===== src/rtl/spi_port_pkg.sv =====
package spi_port_pkg;

  localparam int unsigned CTRL_DIV_W = 8;

  typedef enum logic [1:0] {
    WL_8   = 2'd0,
    WL_16  = 2'd1,
    WL_32  = 2'd2,
    WL_32B = 2'd3
  } wlen_e;

  typedef struct packed {
    logic [CTRL_DIV_W-1:0] div;
    logic [3:0]            spare;
    wlen_e                 wlen;
    logic                  sel_en;
    logic                  host_en;
  } spi_ctrl_t;

  typedef enum logic [2:0] {
    HS_IDLE,
    HS_LEAD,
    HS_HIGH,
    HS_LOW,
    HS_TAIL
  } hs_state_e;

  function automatic int unsigned wlen_bits(input wlen_e w);
    case (w)
      WL_8:    return 8;
      WL_16:   return 16;
      default: return 32;
    endcase
  endfunction

endpackage


===== src/rtl/spi_port_sync.sv =====
module spi_port_sync #(
  parameter int unsigned STAGES  = 2,
  parameter logic        RST_VAL = 1'b0
) (
  input  logic clk,
  input  logic rst_n,
  input  logic din,
  output logic dout
);

  logic [STAGES-1:0] chain_q;

  always_ff @(posedge clk or negedge rst_n) begin
    if (!rst_n) chain_q <= {STAGES{RST_VAL}};
    else        chain_q <= {chain_q[STAGES-2:0], din};
  end

  assign dout = chain_q[STAGES-1];

endmodule


===== src/rtl/spi_port_hostseq.sv =====
module spi_port_hostseq
  import spi_port_pkg::*;
#(
  parameter int unsigned DIV_W = CTRL_DIV_W
) (
  input  logic             clk,
  input  logic             rst_n,
  input  logic             run,
  input  logic             tx_pend,
  input  logic             last_bit,
  input  logic [DIV_W-1:0] div,
  output logic             sck,
  output logic             ss_n,
  output logic             rise_ev,
  output logic             fall_ev,
  output logic             busy
);

  hs_state_e        state_q, state_d;
  logic [DIV_W-1:0] cnt_q, cnt_d;
  logic             sck_q, sck_d;
  logic             ss_q, ss_d;
  logic             tick;

  assign tick = (cnt_q == div);

  always_comb begin
    state_d = state_q;
    cnt_d   = tick ? '0 : cnt_q + 1'b1;
    sck_d   = sck_q;
    ss_d    = ss_q;
    rise_ev = 1'b0;
    fall_ev = 1'b0;
    case (state_q)
      HS_IDLE: begin
        cnt_d = '0;
        sck_d = 1'b0;
        ss_d  = 1'b1;
        if (run && tx_pend) begin
          state_d = HS_LEAD;
          ss_d    = 1'b0;
        end
      end
      HS_LEAD, HS_LOW: begin
        if (tick) begin
          rise_ev = 1'b1;
          sck_d   = 1'b1;
          state_d = HS_HIGH;
        end
      end
      HS_HIGH: begin
        if (tick) begin
          fall_ev = 1'b1;
          sck_d   = 1'b0;
          state_d = last_bit ? HS_TAIL : HS_LOW;
        end
      end
      HS_TAIL: begin
        if (tick) begin
          if (tx_pend) begin
            rise_ev = 1'b1;
            sck_d   = 1'b1;
            state_d = HS_HIGH;
          end else begin
            ss_d    = 1'b1;
            state_d = HS_IDLE;
          end
        end
      end
      default: state_d = HS_IDLE;
    endcase
    if (!run) begin
      state_d = HS_IDLE;
      cnt_d   = '0;
      sck_d   = 1'b0;
      ss_d    = 1'b1;
      rise_ev = 1'b0;
      fall_ev = 1'b0;
    end
  end

  always_ff @(posedge clk or negedge rst_n) begin
    if (!rst_n) begin
      state_q <= HS_IDLE;
      cnt_q   <= '0;
      sck_q   <= 1'b0;
      ss_q    <= 1'b1;
    end else begin
      state_q <= state_d;
      cnt_q   <= cnt_d;
      sck_q   <= sck_d;
      ss_q    <= ss_d;
    end
  end

  assign sck  = sck_q;
  assign ss_n = ss_q;
  assign busy = (state_q != HS_IDLE);

endmodule


===== src/rtl/spi_port_shifter.sv =====
module spi_port_shifter
  import spi_port_pkg::*;
#(
  parameter int unsigned W = 32
) (
  input  logic         clk,
  input  logic         rst_n,
  input  logic         rise_ev,
  input  logic         fall_ev,
  input  logic         abort,
  input  wlen_e        wlen,
  input  logic         tx_valid,
  input  logic [W-1:0] tx_word,
  input  logic         sdi,
  output logic         sdo,
  output logic         take_tx,
  output logic         done,
  output logic [W-1:0] rx_word,
  output logic         last_bit,
  output logic         active
);

  localparam int unsigned CNT_W = $clog2(W + 1);
  localparam int unsigned IDX_W = $clog2(W);

  logic [W-1:0]     shreg_q, shreg_d;
  logic [CNT_W-1:0] cnt_q, cnt_d;
  logic             sdo_q, sdo_d;
  logic [CNT_W-1:0] nbits;
  logic [IDX_W-1:0] top;
  logic [W-1:0]     mask;
  logic [W-1:0]     shifted;
  logic [W-1:0]     load_word;

  assign nbits     = CNT_W'(wlen_bits(wlen));
  assign top       = IDX_W'(nbits - CNT_W'(1));
  assign mask      = {W{1'b1}} >> (CNT_W'(W) - nbits);
  assign shifted   = {shreg_q[W-2:0], sdi};
  assign load_word = tx_valid ? tx_word : '0;

  always_comb begin
    shreg_d = shreg_q;
    cnt_d   = cnt_q;
    sdo_d   = sdo_q;
    take_tx = 1'b0;
    done    = 1'b0;
    if (abort) begin
      cnt_d = '0;
    end else if (rise_ev) begin
      if (cnt_q == '0) begin
        shreg_d = load_word;
        sdo_d   = load_word[top];
        cnt_d   = nbits;
        take_tx = tx_valid;
      end else begin
        sdo_d = shreg_q[top];
      end
    end else if (fall_ev && (cnt_q != '0)) begin
      shreg_d = shifted;
      cnt_d   = cnt_q - CNT_W'(1);
      done    = (cnt_q == CNT_W'(1));
    end
  end

  always_ff @(posedge clk or negedge rst_n) begin
    if (!rst_n) begin
      shreg_q <= '0;
      cnt_q   <= '0;
      sdo_q   <= 1'b0;
    end else begin
      shreg_q <= shreg_d;
      cnt_q   <= cnt_d;
      sdo_q   <= sdo_d;
    end
  end

  assign sdo      = sdo_q;
  assign rx_word  = shifted & mask;
  assign last_bit = (cnt_q == CNT_W'(1));
  assign active   = (cnt_q != '0);

endmodule


===== src/rtl/spi_port.sv =====
module spi_port
  import spi_port_pkg::*;
#(
  parameter int unsigned DATA_W      = 32,
  parameter int unsigned ADDR_W      = 2,
  parameter int unsigned SYNC_STAGES = 2
) (
  input  logic              clk,
  input  logic              rst_n,
  input  logic [ADDR_W-1:0] bus_addr,
  input  logic              bus_we,
  input  logic              bus_re,
  input  logic [DATA_W-1:0] bus_wdata,
  output logic [DATA_W-1:0] bus_rdata,
  output logic              sck_o,
  output logic              sck_oe,
  input  logic              sck_i,
  output logic              ss_n_o,
  output logic              ss_n_oe,
  input  logic              ss_n_i,
  output logic              sdo,
  output logic              sdo_oe,
  input  logic              sdi
);

  localparam int unsigned CTRL_W = $bits(spi_ctrl_t);
  localparam logic [ADDR_W-1:0] ADR_DATA = ADDR_W'(0);
  localparam logic [ADDR_W-1:0] ADR_CTRL = ADDR_W'(1);
  localparam logic [ADDR_W-1:0] ADR_STAT = ADDR_W'(2);
  localparam int unsigned STAT_OVF = 3;

  // reset: asynchronous assert, synchronous release
  logic [SYNC_STAGES-1:0] rst_pipe_q;
  logic                   rst_sn;

  always_ff @(posedge clk or negedge rst_n) begin
    if (!rst_n) rst_pipe_q <= '0;
    else        rst_pipe_q <= {rst_pipe_q[SYNC_STAGES-2:0], 1'b1};
  end
  assign rst_sn = rst_pipe_q[SYNC_STAGES-1];

  // register state
  spi_ctrl_t         ctrl_q, ctrl_d;
  logic [DATA_W-1:0] tx_buf_q, tx_buf_d;
  logic              tx_valid_q, tx_valid_d;
  logic [DATA_W-1:0] rx_buf_q, rx_buf_d;
  logic              rx_full_q, rx_full_d;
  logic              ovf_q, ovf_d;

  logic wr_data, rd_drain, wr_ctrl, wr_stat;
  logic host_en;

  assign host_en  = ctrl_q.host_en;
  assign wr_data  = bus_we && (bus_addr == ADR_DATA);
  assign rd_drain = bus_re && (bus_addr == ADR_DATA);
  assign wr_ctrl  = bus_we && (bus_addr == ADR_CTRL);
  assign wr_stat  = bus_we && (bus_addr == ADR_STAT);

  // client-side pin synchronizers and edge detection
  logic sck_s, ss_n_s, sck_prev_q;
  logic ss_act, sck_rise_s, sck_fall_s;

  spi_port_sync #(.STAGES(SYNC_STAGES), .RST_VAL(1'b0)) u_sync_sck (
    .clk(clk), .rst_n(rst_sn), .din(sck_i), .dout(sck_s)
  );

  spi_port_sync #(.STAGES(SYNC_STAGES), .RST_VAL(1'b1)) u_sync_ss (
    .clk(clk), .rst_n(rst_sn), .din(ss_n_i), .dout(ss_n_s)
  );

  always_ff @(posedge clk or negedge rst_sn) begin
    if (!rst_sn) sck_prev_q <= 1'b0;
    else         sck_prev_q <= sck_s;
  end

  assign ss_act     = ~ss_n_s;
  assign sck_rise_s = sck_s & ~sck_prev_q;
  assign sck_fall_s = ~sck_s & sck_prev_q;

  // host clock and select sequencer
  logic hs_sck, hs_ss_n, hs_rise, hs_fall, hs_busy;
  logic sh_last;

  spi_port_hostseq #(.DIV_W(CTRL_DIV_W)) u_hostseq (
    .clk      (clk),
    .rst_n    (rst_sn),
    .run      (host_en),
    .tx_pend  (tx_valid_q),
    .last_bit (sh_last),
    .div      (ctrl_q.div),
    .sck      (hs_sck),
    .ss_n     (hs_ss_n),
    .rise_ev  (hs_rise),
    .fall_ev  (hs_fall),
    .busy     (hs_busy)
  );

  // shift engine shared by both modes
  logic              ev_rise, ev_fall, ev_abort;
  logic              sh_sdo, sh_take, sh_done, sh_active;
  logic [DATA_W-1:0] sh_rx_word;

  assign ev_rise  = host_en ? hs_rise  : (ss_act & sck_rise_s);
  assign ev_fall  = host_en ? hs_fall  : (ss_act & sck_fall_s);
  assign ev_abort = host_en ? ~hs_busy : ~ss_act;

  spi_port_shifter #(.W(DATA_W)) u_shifter (
    .clk      (clk),
    .rst_n    (rst_sn),
    .rise_ev  (ev_rise),
    .fall_ev  (ev_fall),
    .abort    (ev_abort),
    .wlen     (ctrl_q.wlen),
    .tx_valid (tx_valid_q),
    .tx_word  (tx_buf_q),
    .sdi      (sdi),
    .sdo      (sh_sdo),
    .take_tx  (sh_take),
    .done     (sh_done),
    .rx_word  (sh_rx_word),
    .last_bit (sh_last),
    .active   (sh_active)
  );

  // next-state for bus-visible registers
  always_comb begin
    ctrl_d     = wr_ctrl ? spi_ctrl_t'(bus_wdata[CTRL_W-1:0]) : ctrl_q;
    tx_buf_d   = wr_data ? bus_wdata : tx_buf_q;
    tx_valid_d = tx_valid_q;
    if (sh_take) tx_valid_d = 1'b0;
    if (wr_data) tx_valid_d = 1'b1;

    rx_buf_d  = rx_buf_q;
    rx_full_d = rx_full_q;
    ovf_d     = ovf_q;
    if (wr_stat && bus_wdata[STAT_OVF]) ovf_d = 1'b0;
    if (sh_done && (!rx_full_q || rd_drain)) begin
      rx_buf_d  = sh_rx_word;
      rx_full_d = 1'b1;
    end else if (sh_done) begin
      ovf_d = 1'b1;
    end else if (rd_drain) begin
      rx_full_d = 1'b0;
    end
  end

  always_ff @(posedge clk or negedge rst_sn) begin
    if (!rst_sn) begin
      ctrl_q     <= '0;
      tx_buf_q   <= '0;
      tx_valid_q <= 1'b0;
      rx_buf_q   <= '0;
      rx_full_q  <= 1'b0;
      ovf_q      <= 1'b0;
    end else begin
      ctrl_q     <= ctrl_d;
      tx_buf_q   <= tx_buf_d;
      tx_valid_q <= tx_valid_d;
      rx_buf_q   <= rx_buf_d;
      rx_full_q  <= rx_full_d;
      ovf_q      <= ovf_d;
    end
  end

  // read mux
  logic              busy_any;
  logic [DATA_W-1:0] stat_word;

  assign busy_any  = host_en ? hs_busy : sh_active;
  assign stat_word = {{(DATA_W-4){1'b0}}, ovf_q, busy_any, rx_full_q, ~tx_valid_q};

  always_comb begin
    case (bus_addr)
      ADR_DATA: bus_rdata = rx_buf_q;
      ADR_CTRL: bus_rdata = {{(DATA_W-CTRL_W){1'b0}}, ctrl_q};
      ADR_STAT: bus_rdata = stat_word;
      default:  bus_rdata = '0;
    endcase
  end

  // pins
  assign sck_o   = hs_sck;
  assign sck_oe  = host_en;
  assign ss_n_o  = hs_ss_n;
  assign ss_n_oe = host_en & ctrl_q.sel_en;
  assign sdo     = sh_sdo;
  assign sdo_oe  = host_en | ss_act;

endmodule


===== config.mk =====
export PLATFORM = sky130hd
export DESIGN_NAME = spi_port
export DESIGN_NICKNAME = d
export VERILOG_FILES = /design/src/rtl/spi_port_pkg.sv /design/src/rtl/spi_port_sync.sv /design/src/rtl/spi_port_hostseq.sv /design/src/rtl/spi_port_shifter.sv /design/src/rtl/spi_port.sv
export SDC_FILE = /design/constraint.sdc
export NUM_CORES = 1
export LEC_CHECK = 0
export ABC_AREA = 1
export BUFFER_PORTS_ARGS = -buffer_cell sky130_fd_sc_hd__buf_2
export CAP_MARGIN = 20
export CELL_PAD_IN_SITES_DETAIL_PLACEMENT = 2
export CELL_PAD_IN_SITES_GLOBAL_PLACEMENT = 2
export CORE_AREA = 2 2 154 156
export DETAILED_ROUTE_END_ITERATION = 10
export DIE_AREA = 0 0 156 158
export HOLD_SLACK_MARGIN = 0.06
export PLACE_DENSITY_LB_ADDON = 0.1
export SYNTH_ARGS = -nofsm -noshare
export SYNTH_HDL_FRONTEND = slang
export SYNTH_SLANG_ARGS = --single-unit
export TNS_END_PERCENT = 100

===== constraint.sdc =====
create_clock -name clk -period 3.96 [get_ports clk]
set_clock_uncertainty 0.05 [all_clocks]
set_input_delay 0.792 -clock clk [delete_from_list [all_inputs] [get_ports clk]]
set_output_delay 0.792 -clock clk [all_outputs]
set_load 0.005 [all_outputs]

==> results by group, run 1 <==
Synth
  – Syn Area/Cell: 7.85 µm²
  – Most common cell in the synthesized netlist: nand2_1
  – Share of the synthesized area in the top cell type: 0.498
  – Synth unique cells: 33
  – Sequential cell area fraction in the yosys report: 0.509
  – Synth area leaders: dfrtp_1, nand2_1, nand3_1
  – FFs w/ async S/R, synth: 1.00
  – EDFF count, synth: 0
  – Ys flop type: dfrtp_1
  – Netlist Area Pre-Place: 6990 µm²
  – Ys Warns: 0
  – Post-synth top area cell: dfrtp_1
  – Mapped Cells: 890
  – Synth top cells by count: nand2_1, dfrtp_1, inv_1, nand3_1, nor2_1
  – Yosys reg bits: 142
  – Mapped Nets: 937

CTS
  – Clock tree from TritonCTS: built
  – Postcts setup bufs: 0
  – Clock transition at path regs: 60 ps
  – # H-tree levels: 4
  – Hold Buf Count CTS: 0
  – Num CTS Buffers: 17
  – CTS Buffer Depth: 2
  – Clock latency reported for the late side of the worst-skew pair: 430 ps
  – Post_cts resized: 0
  – Clock tree root driver cell: clkbuf_16
  – CTS sink count: 142

Timing
  – Least-Margin Pin Slew: 1040 ps
  – Relative slew slack: 0.308
  – Setup TNS: 0 ps
  – Max-slew violation count: 0
  – RSZ-0062 raised after global routing: false
  – Crit share post-route: 0.738
  – Fmax: 0.342 GHz
  – Setup violations, final: 0
  – Final Hold Fails: 0
  – Min Tclk post-route: 2920 ps

Floorplanning
  – Top-Level Pins: 79
  – Core Area: 23,100 µm²
  – Die width: 156 µm
  – Initial Util: 0.303
  – Rows: 56
  – Die height: 158 µm
  – Die ar.: 24,600 µm²

Global routing
  – Overall Global Routing Usage: 0.191
  – Global-route wire length before repair: 36,600 µm
  – Vias in the first global route: 6,848
  – GRT Residual Overflow: 0
  – Largest net degree at the start of global routing: 76
  – Initial antenna violation count: 0

Finish
  – Layout cells sized above 1: 0.158
  – Nets: 1,003
  – Fill count: 2,694
  – Sequential cell area: 3560 µm²
  – Multi-input gate area: 2870 µm²
  – # diodes: 0
  – Area delta synth->final: 17.9%

Critical path
  – CP Capture Type: flop
  – WS Path Type: reg2reg
  – WP data required: 4220 ps
  – Worst r2r src: u_hostseq.cnt_q[3]
  – Critical Path Start: u_hostseq.cnt_q[3]
  – Startpoint types: flop
  – Crit path max fanout: 35
  – Critical path arrival: 3180 ps

Worst hold path
  – HP Class: in2async

Flow run
  – Max-cap violation count: 0

Power
  – Leakage: 4.38 nW
  – VDD IR max: 262 µV
  – Pwr Density: 584 nW/µm²
  – PnR Total Power: 4.81 mW

Drt
  – # DRC: 0
  – Via count: 6,091
  – Post-DRT Antenna Nets: 0
  – Aggregate routed wire length: 22,000 µm
  – Drt first pass iters: 4
  – Initial drt markers: 172
  – Vias/cell: 4.84
  – WL/cell: 17.5 µm

Placed design
  – GPL Wtd Cong: 0.770
  – Port Buffer Count: 78
  – Post-DP HPWL: 14,900 µm

Run status
  – Status: complete, no violations
-- metrics by stage --
| stage | cells | hold WS, ps | setup WS, ps | area (µm²) | util |
|---|---|---|---|---|---|
| 2_1_floorplan | 890 | 281 | 1550 | 6990 | - |
| 3_3_place_gp | 1226 | 288 | 1120 | 7600 | 0.330 |
| 3_5_place_dp | 1226 | 288 | 1010 | 7600 | 0.330 |
| 4_1_cts | 1258 | 71.2 | 942 | 8210 | 0.356 |
| 5_1_grt | 1259 | 70.9 | 687 | 8240 | 0.358 |
| 6_report | 1259 | 86.8 | 1040 | 8240 | 0.358 |
-- worst max-delay path, cell delays in order (launching register included) --
cell	delay, ps
dfrtp_1	450
xnor2_1	180
nand2_1	120
nor2_2	210
nand3_2	150
nand2_2	440
nand2_4	180
nand2_4	370
inv_2	370
nand2_1	170
nand2_1	80
-- registers in the layout (all words and copies together), names as in the netlist --
register	cells
rx_buf_q	32
tx_buf_q	32
u_shifter.shreg_q	32
ctrl_q	15
u_hostseq.cnt_q	8
u_shifter.cnt_q	6
u_hostseq.state_q	3
rst_pipe_q	2
u_sync_sck.chain_q	2
u_sync_ss.chain_q	2
ovf_q	1
rx_full_q	1
sck_oe	1
sck_prev_q	1
tx_valid_q	1
u_hostseq.sck	1
u_hostseq.ss_n	1
u_shifter.sdo	1
-- cell type report --
cell class / instances / area share
clock inverters: 8 / 0.0158
repair buffers: 88 / 0.0604
well taps: 290 / 0.0440
multi-input cells: 617 / 0.348
clock buffers: 24 / 0.0584
inverters: 90 / 0.0410
flip-flops and latches: 142 / 0.432
-- cells by family after synthesis --
kind of cell	count (synthesis)	share of synthesized area
multiplexers	16	0.0258
adder cells (fa/ha/maj)	6	0.0107
flip-flops	142	0.509
XOR/XNOR	9	0.0113
other	1	0.000536
buffers and inverters	131	0.0805
AO/OA/AOI/OAI	70	0.0571
AND/OR/NAND/NOR	515	0.305
-- power breakdown --
| part | total (mW) | switching (mW) | internal (mW) |
|---|---|---|---|
| Clock | 1.70 | 0.654 | 1.05 |
| Sequential | 1.99 | 0.255 | 1.73 |
| Combinational | 1.13 | 0.740 | 0.388 |
| Total | 4.81 | 1.65 | 3.17 |
-- path summary, 6_finish.rpt --
| kind | to | slack, ps | depth (start not counted) |
|---|---|---|---|
| setup / recovery | u_shifter.shreg_q[10] | 1040 | 10 |
| hold / removal | rst_pipe_q[1] | 90 | 1 |
| setup reg to reg | u_shifter.shreg_q[10] | 1040 | 10 |
| hold reg to reg | u_sync_ss.chain_q[1] | 310 | 0 |
| max in group asynchronous | sck_prev_q | 2520 | 1 |
| min in group clk | u_sync_ss.chain_q[1] | 310 | 0 |
-- cell usage in the layout (no fill, tap or decap), types with 2 or more instances in the layout --
master      count
a22o_1          7
xor2_1          3
nand2_4         3
nor2_4          2
buf_4           8
inv_1          88
clkinvlp_4      3
inv_2           2
bufinv_16       3
nor2_1         52
o211ai_1        5
clkbuf_1        4
ha_1            6
a21oi_1         4
dfstp_2         3
nand2_1       356
nor2_2          4
clkbuf_8        3
dfrtp_1       138
nand4_1        11
nand3_2         2
nand3_1        77
nand2_2         2
buf_2          78
clkbuf_16      17
a31oi_1         2
o21ai_0        49
xnor2_1         6
mux2_2         16
nor3_1          4
-- per-layer routing --
layer	track usage	up-vias	share of wire
li1	-	2904	-
met4	0.0485	0	0.0096
met1	0.243	3116	0.46
met2	0.341	57	0.51
met5	0	-	0
met3	0.0285	14	0.018
(Power assumes the default switching activity.)
==> inputs of run 2 (changes only) <==
- CORE_AREA: 2 2 154 156 -> 2 2 147 149
- DIE_AREA: 0 0 156 158 -> 0 0 149 151
- clock period: 3.96 -> 3 ns (I/O delays scaled with it)
==> results by group, run 2 (synthesis gave the netlist of run 1 again) <==
Critical path
  – Crit path max fanout: 6 (-83%)
  – WS Path Type: reg2out
  – WP data required: 2350 ps (-1870 ps)
  – CP Capture Type: output pin
  – Startpoint types: flop
  – Worst path max stage delay: 420 ps (-30 ps)
  – CP cell instances: nor2_1 -> nand3_1 -> o21ai_0 -> o211ai_1 -> buf_2
  – CP max stage cell: dfrtp_1
  – Worst Reg-to-Reg Cells: 11 (+1)
  – Critical path arrival: 2030 ps (-1150 ps)

CTS
  – Clock tree root driver cell: clkbuf_16
  – # H-tree levels: 4 (unchanged)
  – CTS Buffer Depth: 2 (unchanged)
  – Postcts setup bufs: 0 (unchanged)
  – Num CTS Buffers: 17 (unchanged)
  – Clock transition at path regs: 60 ps (about the same)
  – Clock latency reported for the late side of the worst-skew pair: 440 ps (about the same)
  – Clock tree from TritonCTS: built
  – CTS sink count: 142 (unchanged)

Drt
  – Aggregate routed wire length: 23,100 µm (+4.9%)
  – # DRC: 0 (unchanged)
  – Vias/cell: 4.89 (+1.1%)
  – Initial drt markers: 208 (+21%)
  – Post-DRT Antenna Nets: 0 (unchanged)
  – WL/cell: 18.4 µm (+5.5%)
  – Drt first pass iters: 4 (unchanged)
  – Via count: 6,119 (+0.46%)

Run status
  – Status: complete, no violations

Timing
  – Min Tclk post-route: 2680 ps
  – Least-Margin Pin Slew: 1010 ps (-25.4 ps)
  – Fmax: 0.374 GHz
  – WHS: 216 ps (+129 ps)
  – Max-slew violation count: 0 (unchanged)
  – RSZ-0062 raised after global routing: false
  – Crit share post-route: 0.892
  – Setup violations, final: 0 (unchanged)
  – Relative slew slack: 0.324 (+0.0161)
  – Setup TNS: 0 ps (unchanged)
  – Final Hold Fails: 0 (unchanged)

Power
  – Leakage: 4.44 nW (+1.3%)
  – PnR Total Power: 6.53 mW (+36%)
  – VDD IR max: 356 µV (+36%)
  – Pwr Density: 787 nW/µm² (+35%)

Global routing
  – Largest net degree at the start of global routing: 57 (-25%)
  – Initial antenna violation count: 0 (unchanged)
  – Vias in the first global route: 6,922 (+1.1%)
  – Overall Global Routing Usage: 0.217 (+0.0262)
  – GRT Residual Overflow: 0 (unchanged)
  – Global-route wire length before repair: 37,600 µm (+2.6%)

Floorplanning
  – Core Area: 20,800 µm² (-9.7%)
  – Die width: 149 µm (-4.5%)
  – Die ar.: 22,500 µm² (-8.7%)
  – Top-Level Pins: 79 (unchanged)
  – Initial Util: 0.336 (+0.0325)
  – Die height: 151 µm (-4.4%)
  – Rows: 53 (-5.4%)

Finish
  – Largest registers: rx_buf_q (32), tx_buf_q (32), u_shifter.shreg_q (32)
  – Finished Cell Area: 8300 µm² (+0.74%)
  – Area delta synth->final: 18.8%
  – Nets: 1,010 (+0.70%)
  – Most frequent cells in the layout: nand2_1, dfrtp_1, inv_1
  – Final core utilization: 0.399 (+0.0412)
  – # diodes: 0 (unchanged)
  – Layout cells sized above 1: 0.167 (+0.00911)
  – Most common cell after layout, fill and taps aside: nand2_1

Worst hold path
  – HP Class: in2reg
  – WHS Path Cells: 1

Placed design
  – Post-DP HPWL: 16,000 µm (+7.0%)
  – GPL Wtd Cong: 0.770 (about the same)
  – Port Buffer Count: 78 (unchanged)
  – Dpl cell area: 7640 µm² (+0.44%)

Flow run
  – Max-cap violation count: 0 (unchanged)
run 2: cell types whose count changed in the layout (fill, tap and decap cells not counted):
cell / before / now
dlygate4sd3_1: 0 / 1
clkbuf_8: 3 / 4
buf_16: 1 / 0
clkinv_4: 1 / 2
clkinv_2: 0 / 1
inv_6: 1 / 3
clkinvlp_4: 3 / 1
bufinv_16: 3 / 4
clkbuf_1: 4 / 0
buf_4: 8 / 15
run 2: path summary, 6_finish.rpt:
check                           slack [ps]                     to                  from
worst max-delay path                   320           bus_rdata[2]    u_shifter.cnt_q[2]
worst min-delay path                   220   u_sync_ss.chain_q[0]                ss_n_i
worst max register to register         630  u_shifter.shreg_q[24]  u_hostseq.state_q[0]
min in group asynchronous              330           tx_buf_q[17]         rst_pipe_q[1]
worst min register to register         310   u_sync_ss.chain_q[1]  u_sync_ss.chain_q[0]
max in group asynchronous             1600           tx_buf_q[30]         rst_pipe_q[1]
run 2: what timing repair did:
item / CTS / global route
hold buffers: 1 / 0
hold endpoints to repair: 2 / 0
gates resized for setup: 0 / 0
run 2: routing by layer:
metal / GRT usage / share of wire / vias to the layer above / routed length, µm
li1: - / - / 2923 / -
met1: 0.268 / 0.44 / 3118 / 10200
met5: 0 / 0 / - / 0
met2: 0.398 / 0.52 / 61 / 12100
met4: 0.0581 / 0.012 / 0 / 272
met3: 0.0316 / 0.020 / 17 / 464
run 2: cell type report:
type	instances	area, µm²
timing repair buffer	95	533
fill	2411	12500
tap	275	344
clock inverter	11	176
sequential	142	3560
inverter	90	338
clock buffer	21	480
multi-input combinational	617	2870
run 2: worst max-delay path, delay by kind of cell, from the launching register on:
family / cells / cell delay [ps]
simple gates: 2 / 630
flops: 1 / 420
compound gates: 2 / 400
buf+inv: 1 / 140
run 2: where the power goes:
| group | switching, mW | internal (mW) |
|---|---|---|
| clock network | 0.900 | 1.49 |
| registers | 0.319 | 2.29 |
| logic | 1.02 | 0.522 |
run 2: through the flow:
stage	setup slack [ps]	std cells
5_1_grt	187	1251
3_3_place_gp	641	1218
4_1_cts	287	1251
3_5_place_dp	571	1218
2_1_floorplan	595	890
6_report	323	1251
==> inputs of run 3 (changes only) <==
- ABC_AREA: 1 -> default
- CORE_AREA: 2 2 147 149 -> 2 2 143 145
- DIE_AREA: 0 0 149 151 -> 0 0 145 147
==> results by group, run 3 <==
Drt
  – Top sig layer: met4
  – Initial drt markers: 163 (-22%)
  – Post-DRT Antenna Nets: 0 (unchanged)
  – Routed wl met2: 10,000 µm (-17%)
  – Aggregate routed wire length: 19,200 µm (-17%)
  – Via count: 4,881 (-20%)
  – M1 wire length: 8510 µm (-17%)
  – Drt first pass iters: 4 (unchanged)
  – # DRC: 0 (unchanged)
  – WL/cell: 19.6 µm (+6.4%)
  – Met3 wire len: 459 µm (-1.1%)
  – Vias/cell: 4.99 (+2.0%)

Timing
  – Setup ws final: 349 ps (+25.4 ps)
  – Setup TNS: 0 ps (unchanged)
  – Max-slew violation count: 0 (unchanged)
  – Fmax: 0.377 GHz (+0.96%)
  – Relative slew slack: 0.645 (+0.321)
  – WHS: 233 ps (+17.9 ps)
  – Min Tclk post-route: 2650 ps (-25.4 ps)
  – Setup violations, final: 0 (unchanged)
  – RSZ-0062 raised after global routing: false
  – Crit share post-route: 0.884 (-0.00848)
  – Final Hold Fails: 0 (unchanged)
  – Least-Margin Pin Slew: 526 ps (-486 ps)

Global routing
  – Overall Global Routing Usage: 0.192 (-0.0251)
  – Vias in the first global route: 5,632 (-19%)
  – Largest net degree at the start of global routing: 65 (+14%)
  – Global-route wire length before repair: 31,900 µm (-15%)
  – GRT Residual Overflow: 0 (unchanged)
  – Initial antenna violation count: 0 (unchanged)

Power
  – Leakage: 4.02 nW (-9.5%)
  – Pwr Density: 912 nW/µm² (+16%)
  – PnR Total Power: 7.63 mW (+17%)
  – VDD IR max: 484 µV (+36%)

Synth
  – Post-synth top area cell: dfrtp_1
  – Mapped Cells: 611 (-31%)
  – Synth top cells by count: dfrtp_1, mux2_2, mux2i_1, nand2_1, inv_1
  – Yosys reg bits: 142 (unchanged)
  – Share of the synthesized area in the top cell type: 0.495 (-0.00292)
  – Sequential cell area fraction in the yosys report: 0.506 (-0.00299)
  – Most common cell in the synthesized netlist: dfrtp_1
  – Netlist Area Pre-Place: 7030 µm² (+0.59%)
  – Mapped Nets: 658 (-30%)
  – Ys Warns: 0 (unchanged)
  – Ys flop type: dfrtp_1
  – Syn Area/Cell: 11.5 µm² (+47%)
  – FFs w/ async S/R, synth: 1.00 (unchanged)
  – EDFF count, synth: 0 (unchanged)
  – Synth unique cells: 58 (+76%)
  – Synth area leaders: dfrtp_1, mux2_2, mux2i_1

Placed design
  – Placement Setup Slack: 481 ps (-90.3 ps)
  – GPL Wtd Cong: 0.782 (+1.6%)
  – Post-DP HPWL: 13,200 µm (-17%)
  – Port Buffer Count: 78 (unchanged)

Finish
  – Most frequent cells in the layout: dfrtp_1, mux2_2, buf_2
  – Nets: 742 (-27%)
  – Multi-input gate area: 3120 µm² (+8.8%)
  – Sequential cell area: 3560 µm² (unchanged)
  – Fill count: 2,051 (-15%)
  – Area delta synth->final: 19.0%
  – Most common cell after layout, fill and taps aside: dfrtp_1
  – # diodes: 0 (unchanged)
  – Layout cells sized above 1: 0.319 (+0.152)
  – Largest registers: rx_buf_q (32), tx_buf_q (32), u_shifter.shreg_q (32)

Run status
  – Status: complete, no violations

Flow run
  – Max-cap violation count: 0 (unchanged)

CTS
  – Clock tree from TritonCTS: built
  – # H-tree levels: 4 (unchanged)
  – Clock transition at path regs: 60 ps (about the same)
  – Clock tree root driver cell: clkbuf_16
  – Postcts setup bufs: 0 (unchanged)
  – Clock latency reported for the late side of the worst-skew pair: 420 ps (-20 ps)
  – Num CTS Buffers: 17 (unchanged)
  – CTS sink count: 142 (unchanged)
  – CTS Buffer Depth: 2 (unchanged)

Critical path
  – Critical path arrival: 2000 ps (-30 ps)
  – WP data required: 2350 ps (about the same)
  – WS Path Type: reg2out
  – Worst path max stage delay: 460 ps (+40 ps)
  – CP Capture Type: output pin
  – Worst Reg-to-Reg Cells: 6 (-5)
  – Crit path max fanout: 6 (unchanged)
  – CP max stage cell: dfrtp_1
  – Critical Path Stages: 5 (unchanged)
  – Cell family with most CP delay: simple AND/OR/NAND/NOR gates
  – Startpoint types: flop
  – Critical path buffers and inverters: 1 (unchanged)
  – CP cell instances: nor4_4 -> nand2_1 -> o21ai_1 -> o21ai_0 -> buf_2

Floorplanning
  – Core Area: 19,800 µm² (-4.7%)
  – Rows: 52 (-1.9%)
  – Die height: 147 µm (-2.6%)
  – Die width: 145 µm (-2.7%)
  – Initial Util: 0.354 (+0.0186)
  – Top-Level Pins: 79 (unchanged)
  – Die ar.: 21,300 µm² (-5.3%)

Worst hold path
  – HP Class: in2reg
  – WHS Path Cells: 1 (unchanged)
## run 3: cell count changes in the layout (fill, tap and decap cells not counted), sizes merged, moves of 6 or more
cell and change:
nor2 -15, nor3 +9, nand2 -307, xor2 +10, inv -45, nand3 -69, mux2 +86, nand4 -6
nand2b +6, mux2i +58, and2 +14, o21ai -40, a22o -7
## run 3: timing repair
item                                    4_1_cts  5_1_grt
gates resized for setup                       0        1
endpoints found under the hold margin         2        0
hold buffers                                  1        0
endpoints found under the setup margin        0        1
## run 3: per-layer routing
layer | vias up | GRT usage
li1 | 2255 | -
met1 | 2553 | 0.239
met2 | 56 | 0.346
met3 | 17 | 0.0370
met4 | 0 | 0.0460
met5 | - | 0
## run 3: area by class of cell
type / instances / share of cell area
clock buffer: 19 / 0.0529
clock inverter: 13 / 0.0138
inverter: 46 / 0.0206
multi-input combinational: 389 / 0.373
sequential: 142 / 0.426
tap: 270 / 0.0404
timing repair buffer: 99 / 0.0733
## run 3: stage by stage
step | instance area [µm²] | instances | util
after floorplan | 7030 | 611 | -
after global placement | 7800 | 945 | 0.393
after detailed placement | 7800 | 945 | 0.393
after CTS | 8370 | 978 | 0.422
after global routing | 8370 | 978 | 0.422
final | 8370 | 978 | 0.422
## run 3: cell families after synthesis
logic type | Yosys count | synth area share
other cells | 1 | 0.000533
buf+inv | 80 | 0.0530
fa+ha+maj | 7 | 0.0121
mux | 162 | 0.252
xor+xnor | 15 | 0.0187
simple gates | 162 | 0.116
compound gates | 42 | 0.0418
flops | 142 | 0.506
## run 3: worst reg2reg max path, cell delays in order, from the launching register on
cell and delay, ps:
dfrtp_1 430, xor2_1 350, nor4_4 130, a31oi_4 390, buf_4 500, mux2_2 440, mux2i_1 160
## run 3: power by group
| part | switching (mW) | total (mW) | leakage (nW) | internal (mW) |
|---|---|---|---|---|
| Combinational | 1.48 | 2.72 | 2.03 | 1.25 |
| Clock | 0.858 | 2.02 | 0.266 | 1.16 |
| Sequential | 0.380 | 2.88 | 1.72 | 2.50 |
| Total | 2.72 | 7.63 | 4.02 | 4.91 |
## run 3: final timing paths
kind | to | startpoint | slack, ps
max | bus_rdata[2] | u_shifter.cnt_q[3] | 350
min | u_sync_ss.chain_q[0] | ss_n_i | 230
max reg2reg | u_shifter.shreg_q[29] | u_hostseq.cnt_q[2] | 480
min reg2reg | tx_buf_q[17] | rst_pipe_q[1] | 260
max in group asynchronous | rx_buf_q[0] | rst_pipe_q[1] | 1850
min in group asynchronous | tx_buf_q[17] | rst_pipe_q[1] | 260
